$ cat config.mk
export PLATFORM = sky130hd
export DESIGN_NAME = burst_col_seq
export DESIGN_NICKNAME = d
export VERILOG_FILES = /design/src/rtl/burst_col_seq_pkg.sv /design/src/rtl/burst_col_seq_ctrl.sv /design/src/rtl/burst_col_seq_dp.sv /design/src/rtl/burst_col_seq.sv
export SDC_FILE = /design/constraint.sdc
export NUM_CORES = 1
export LEC_CHECK = 0
export ABC_AREA = 1
export BUFFER_PORTS_ARGS = -buffer_cell sky130_fd_sc_hd__buf_2
export CAP_MARGIN = 15
export CORE_ASPECT_RATIO = 0.6
export CORE_UTILIZATION = 40
export CTS_CLUSTER_DIAMETER = 50
export CTS_CLUSTER_SIZE = 10
export DETAILED_ROUTE_END_ITERATION = 6
export GPL_ROUTABILITY_DRIVEN = 0
export GPL_TIMING_DRIVEN = 0
export SYNTH_ARGS = -nofsm -noshare
export SYNTH_HDL_FRONTEND = slang
export SYNTH_HIERARCHICAL = 1
export SYNTH_SLANG_ARGS = --single-unit
$ cat constraint.sdc
create_clock -name clk -period 1.8 [get_ports clk]
set_clock_uncertainty 0.05 [all_clocks]
set_input_delay 0.18 -clock clk [delete_from_list [all_inputs] [get_ports clk]]
set_output_delay 0.18 -clock clk [all_outputs]
set_load 0.01 [all_outputs]
$ cat src/rtl/burst_col_seq_pkg.sv
package burst_col_seq_pkg;

  typedef enum logic [2:0] {
    LEN_ONE  = 3'd0,
    LEN_TWO  = 3'd1,
    LEN_FOUR = 3'd2,
    LEN_EIGHT = 3'd3,
    LEN_PAGE = 3'd7
  } lenCode_e;

  typedef struct packed {
    logic load;
    logic step;
  } seqStrobe_t;

endpackage

$ cat src/rtl/burst_col_seq_ctrl.sv
module burst_col_seq_ctrl
  import burst_col_seq_pkg::*;
(
  input  logic       clk,
  input  logic       rstN,
  input  logic       start,
  input  logic       enable,
  input  logic       burstStop,
  input  logic       isFinal,
  output seqStrobe_t strobe,
  output logic       busy,
  output logic       beatValid,
  output logic       lastBeat
);

  logic activeQ;
  logic finishing;

  assign strobe.load = start && !activeQ;
  assign strobe.step = activeQ && enable;
  assign finishing   = strobe.step && (burstStop || isFinal);

  always_ff @(posedge clk or negedge rstN) begin
    if (!rstN) begin
      activeQ <= 1'b0;
    end else if (strobe.load) begin
      activeQ <= 1'b1;
    end else if (finishing) begin
      activeQ <= 1'b0;
    end
  end

  assign busy      = activeQ;
  assign beatValid = strobe.step;
  assign lastBeat  = finishing;

endmodule

$ cat src/rtl/burst_col_seq_dp.sv
module burst_col_seq_dp
  import burst_col_seq_pkg::*;
#(
  parameter int COL_W = 8
)(
  input  logic             clk,
  input  logic             rstN,
  input  seqStrobe_t       strobe,
  input  logic [COL_W-1:0] startCol,
  input  logic [2:0]       lenSel,
  input  logic             burstType,
  output logic [COL_W-1:0] col,
  output logic             isFinal
);

  logic [COL_W-1:0] baseQ;
  logic [COL_W-1:0] beatQ;
  logic [2:0]       lenQ;
  logic             typeQ;
  logic [COL_W-1:0] wrapMask;
  logic             pageMode;
  logic [COL_W-1:0] seqCol;
  logic [COL_W-1:0] xorCol;

  always_ff @(posedge clk or negedge rstN) begin
    if (!rstN) begin
      baseQ <= '0;
      beatQ <= '0;
      lenQ  <= 3'd0;
      typeQ <= 1'b0;
    end else if (strobe.load) begin
      baseQ <= startCol;
      beatQ <= '0;
      lenQ  <= lenSel;
      typeQ <= burstType;
    end else if (strobe.step) begin
      beatQ <= beatQ + COL_W'(1);
    end
  end

  always_comb begin
    case (lenQ)
      LEN_TWO:   wrapMask = COL_W'(1);
      LEN_FOUR:  wrapMask = COL_W'(3);
      LEN_EIGHT: wrapMask = COL_W'(7);
      LEN_PAGE:  wrapMask = '1;
      default:   wrapMask = '0;
    endcase
  end

  assign pageMode = (lenQ == LEN_PAGE);
  assign seqCol   = (baseQ & ~wrapMask) | ((baseQ + beatQ) & wrapMask);
  assign xorCol   = baseQ ^ (beatQ & wrapMask);
  assign col      = (typeQ && !pageMode) ? xorCol : seqCol;
  assign isFinal  = !pageMode && ((beatQ & wrapMask) == wrapMask);

endmodule

$ cat src/rtl/burst_col_seq.sv
module burst_col_seq
  import burst_col_seq_pkg::*;
#(
  parameter int COL_W = 8
)(
  input  logic             clk,
  input  logic             rstN,
  input  logic             start,
  input  logic [COL_W-1:0] startCol,
  input  logic [2:0]       lenSel,
  input  logic             burstType,
  input  logic             burstStop,
  input  logic             enable,
  output logic [COL_W-1:0] col,
  output logic             beatValid,
  output logic             lastBeat
);

  seqStrobe_t strobe;
  logic       isFinal;
  logic       busy;

  burst_col_seq_ctrl u_ctrl (
    .clk       (clk),
    .rstN      (rstN),
    .start     (start),
    .enable    (enable),
    .burstStop (burstStop),
    .isFinal   (isFinal),
    .strobe    (strobe),
    .busy      (busy),
    .beatValid (beatValid),
    .lastBeat  (lastBeat)
  );

  burst_col_seq_dp #(.COL_W(COL_W)) u_dp (
    .clk       (clk),
    .rstN      (rstN),
    .strobe    (strobe),
    .startCol  (startCol),
    .lenSel    (lenSel),
    .burstType (burstType),
    .col       (col),
    .isFinal   (isFinal)
  );

endmodule

==> results.md <==
- Transition time at the pin with the least slew margin: 482 ps
- Maximum single-stage delay on the critical path: 420 ps
- Die X-Extent: 81.2 µm
- Multi-input logic area: 947 µm²
- Startpoint type of the worst setup path: register
- Global-route wire length before repair: 6.06 mm
- Multiplexer fraction of the synthesized cell area: 0%
- Worst path setup slack after routing: -307 ps
- Critical setup path kind: register to output port
- Compound-gate portion of the synthesized area: 11.6%
- Maximum number of pins on one net before global-route repair: 22
- Initial core utilization: 43.9%
- Number of cell rows: 16
- Library cell occupying the most area in the post-synthesis netlist: sky130_fd_sc_hd__dfrtp_1
- Yosys reg bits: 21
- CTS tree: built
- Crit end category: output port
- Drt pass-1 iters: 4
- Post-route non-filler standard cell count: 303
- Most common cell in the netlist: sky130_fd_sc_hd__nand2_1
- Post-layout net count: 285
- Sequential-to-total area share from yosys stat: 34.9%
- Final period utilization: 117%
- Yosys cell types: 23
- Required @ worst endpoint: 1570 ps
- Number of buffers between clock root and the deepest sink: 2
- Proportion of register bits with asynchronous set or reset after synthesis: 100%
- Core box area: 3420 µm²
- Worst-skew pair later-pin latency: 260 ps
- Relative slew slack: 67.8%
- Result of the run: complete, but fails checks
- Placed Area: 1690 µm²
- Maximum fanout count along the critical path: 2
- Number of top-level pins: 27
- Half-perimeter wire length after detailed placement: 2.71 mm
- Number of global-route vias before repair: 1,268
- Total number of clock tree sinks: 21
- Area growth from synthesis to layout: 30.0%
- Synthesized net count: 245
- Final setup fails: 7
- Most instantiated cells after synthesis: sky130_fd_sc_hd__nand2_1 (70), sky130_fd_sc_hd__inv_1 (34), sky130_fd_sc_hd__dfrtp_1 (21)
- Post-synthesis cell area: 1500 µm²
- Detailed Route WL: 3.56 mm
- Leak Pwr: 1.02 nW
- H-tree Lvls: 1
- Sequential cell area: 536 µm²
- Synthesized-area fraction occupied by xor and xnor cells: 2.33%
- Routed wire length per instance: 11.7 µm
- Unrepaired setup endpoints after global routing: yes
- Number of maximum-capacitance constraint violations: 0
- Number of buffers created by CTS: 3
- Most instantiated flip-flop cell in the synthesis netlist: sky130_fd_sc_hd__dfrtp_1
- Largest family of logic cells by synthesized area: simple AND/OR/NAND/NOR gates
- Port Buffer Count: 26
- Number of antenna violations at the first check in global routing: 0
- Worst-path clk slew: 80 ps
- Area share of the largest cell type after synthesis: 34.9%
- Pre-CTS WS: -183 ps
- Antenna Diode Count: 0
- Synth Area in Adders: 7.99%
- Number of enable-type register cells in the synthesized netlist: 0
- Final total negative setup slack: -1240 ps
- Number of DRC markers in iteration 0: 60
- Overall track demand over capacity in global routing: 20.4%
- Crit path max-delay cell type: sky130_fd_sc_hd__dfrtp_2
- # placed instances: 290
- Global route overflow: 0
- CTS root buffer: sky130_fd_sc_hd__clkbuf_8
- Die height: 49.5 µm
- Minimum period implied by the final worst setup slack: 2110 ps
- Fmax: 475 MHz
- Remaining DRCs: 0
- Post-route antenna net violation count: 0
- Count of synthesis-stage warnings from yosys: 6
- FILL cells: 336
- Synthesized instance count: 219
- Violations in the final reports: negative setup slack
- Tightest Hold Check Type: input port to register
- Synth Area per Inst: 6.87 µm²
- Full die area: 4020 µm²
- Hold Fails Final Rpt: 0
- WP data arrival: 1880 ps
- Tot Pwr: 0.00291 W
- IR drop worst, VDD: 0.747 mV
- CP Cell Sequence: ha_4, inv_2, fa_2, buf_6, nor2_4, nor2_2, xor2_1, o21ai_1, buf_2
- Power density over the cells: 1490 nW/µm²
- Share of layout cells above drive strength 1: 32.2%
- Via count of the routed design: 1,437
- Area contributors post-synth: sky130_fd_sc_hd__dfrtp_1 (35%), sky130_fd_sc_hd__nand2_1 (17%), sky130_fd_sc_hd__inv_1 (8.5%)
- Post-DR vias/cell: 4.74
- Area fraction in and, or, nand and nor cells after synthesis: 32.3%
- Final slew viol count: 0
- Final non-filler cell area: 1960 µm²
[what timing repair did]
item	4_1_cts	5_1_grt
setup endpoints to repair	8	9
setup buffers	6	2
hold endpoints to repair	21	0
resized for setup	19	17
hold buffers	1	0
pin swaps	5	7
[critical path, delay by kind of cell, from the launching register on]
kind	cells	cell delay, ps
AND/OR/NAND/NOR	2	110
adder cells (fa/ha/maj)	2	550
flip-flops	1	420
XOR/XNOR	1	130
buffers and inverters	3	310
AO/OA/AOI/OAI	1	100
[report_power, final]
| part | total, W | internal, W | leakage (nW) | switching (W) |
|---|---|---|---|---|
| clock | 0.000312 | 0.000158 | 0.0228 | 0.000155 |
| sequential | 0.000856 | 0.000651 | 0.257 | 0.000206 |
| combinational | 0.00175 | 0.000771 | 0.744 | 0.000974 |
[routing by layer]
layer	GRT usage, %	wire length [µm]	vias up
li1	-	-	766
met3	4.63	183	2
met4	2.68	12	0
met1	34.1	2100	636
met2	25.9	1260	33
met5	0	0	-
[final timing paths]
kind / startpoint / cells past startpoint / slack, ps / endpoint
setup / recovery: u_dp/beatQ[0] / 9 / -310 / col[4]
hold / removal: startCol[5] / 3 / 70 / u_dp/baseQ[5]
setup reg to reg: u_dp/beatQ[0] / 8 / 370 / u_dp/beatQ[6]
hold reg to reg: u_dp/baseQ[7] / 2 / 480 / u_dp/baseQ[7]
max in group asynchronous: rstN / 2 / 990 / u_dp/beatQ[5]
min in group asynchronous: rstN / 2 / 360 / u_ctrl/busy
[layout make-up]
| class | count | share of cell area, % |
|---|---|---|
| Tap cell | 45 | 2.88 |
| Clock buffer | 4 | 2.30 |
| Sequential cell | 21 | 27.4 |
| Timing Repair Buffer | 35 | 10.6 |
| Inverter | 37 | 7.10 |
| Buffer | 4 | 1.28 |
| Multi-Input combinational cell | 157 | 48.4 |
[cells in the final DEF, fill, tap and decap left out, types with 3 or more instances in the layout]
cell type / n
sky130_fd_sc_hd__buf_4: 8
sky130_fd_sc_hd__nand2_2: 6
sky130_fd_sc_hd__inv_2: 4
sky130_fd_sc_hd__nor2_1: 14
sky130_fd_sc_hd__dfrtp_2: 8
sky130_fd_sc_hd__nand3_1: 14
sky130_fd_sc_hd__o21ai_0: 15
sky130_fd_sc_hd__clkbuf_8: 3
sky130_fd_sc_hd__ha_4: 6
sky130_fd_sc_hd__nand2_1: 66
sky130_fd_sc_hd__nor2_2: 4
sky130_fd_sc_hd__nand4_1: 3
sky130_fd_sc_hd__a21oi_2: 3
sky130_fd_sc_hd__a21oi_1: 6
sky130_fd_sc_hd__buf_2: 28
sky130_fd_sc_hd__dfrtp_1: 13
sky130_fd_sc_hd__inv_1: 32
[cells by family (layout without fill, tap and decap cells)]
| kind of cell | Yosys count | count (layout) |
|---|---|---|
| and+or+nand+nor | 113 | 113 |
| buffers and inverters | 41 | 80 |
| AOI/OAI and AO/OA | 31 | 31 |
| DFF | 21 | 21 |
| adders and majority gates | 9 | 9 |
| xor gates and xnor gates | 4 | 4 |
[metrics by stage]
| step | hold slack, ps | utilization (%) |
|---|---|---|
| 3_5_place_dp | 125 | 49.4 |
| 2_1_floorplan | -166 | - |
| 4_1_cts | 57.5 | 55.1 |
| 6_report | 68.4 | 57.1 |
| 3_3_place_gp | 123 | 49.4 |
| 5_1_grt | 66.9 | 57.1 |
[flip-flops by register name, summed over array words and instances (netlist names)]
signal       cells
u_ctrl/busy      1
u_dp/baseQ       8
u_dp/beatQ       8
u_dp/lenQ        3
u_dp/typeQ       1
Note: power is estimated with default switching activity, not from simulation.
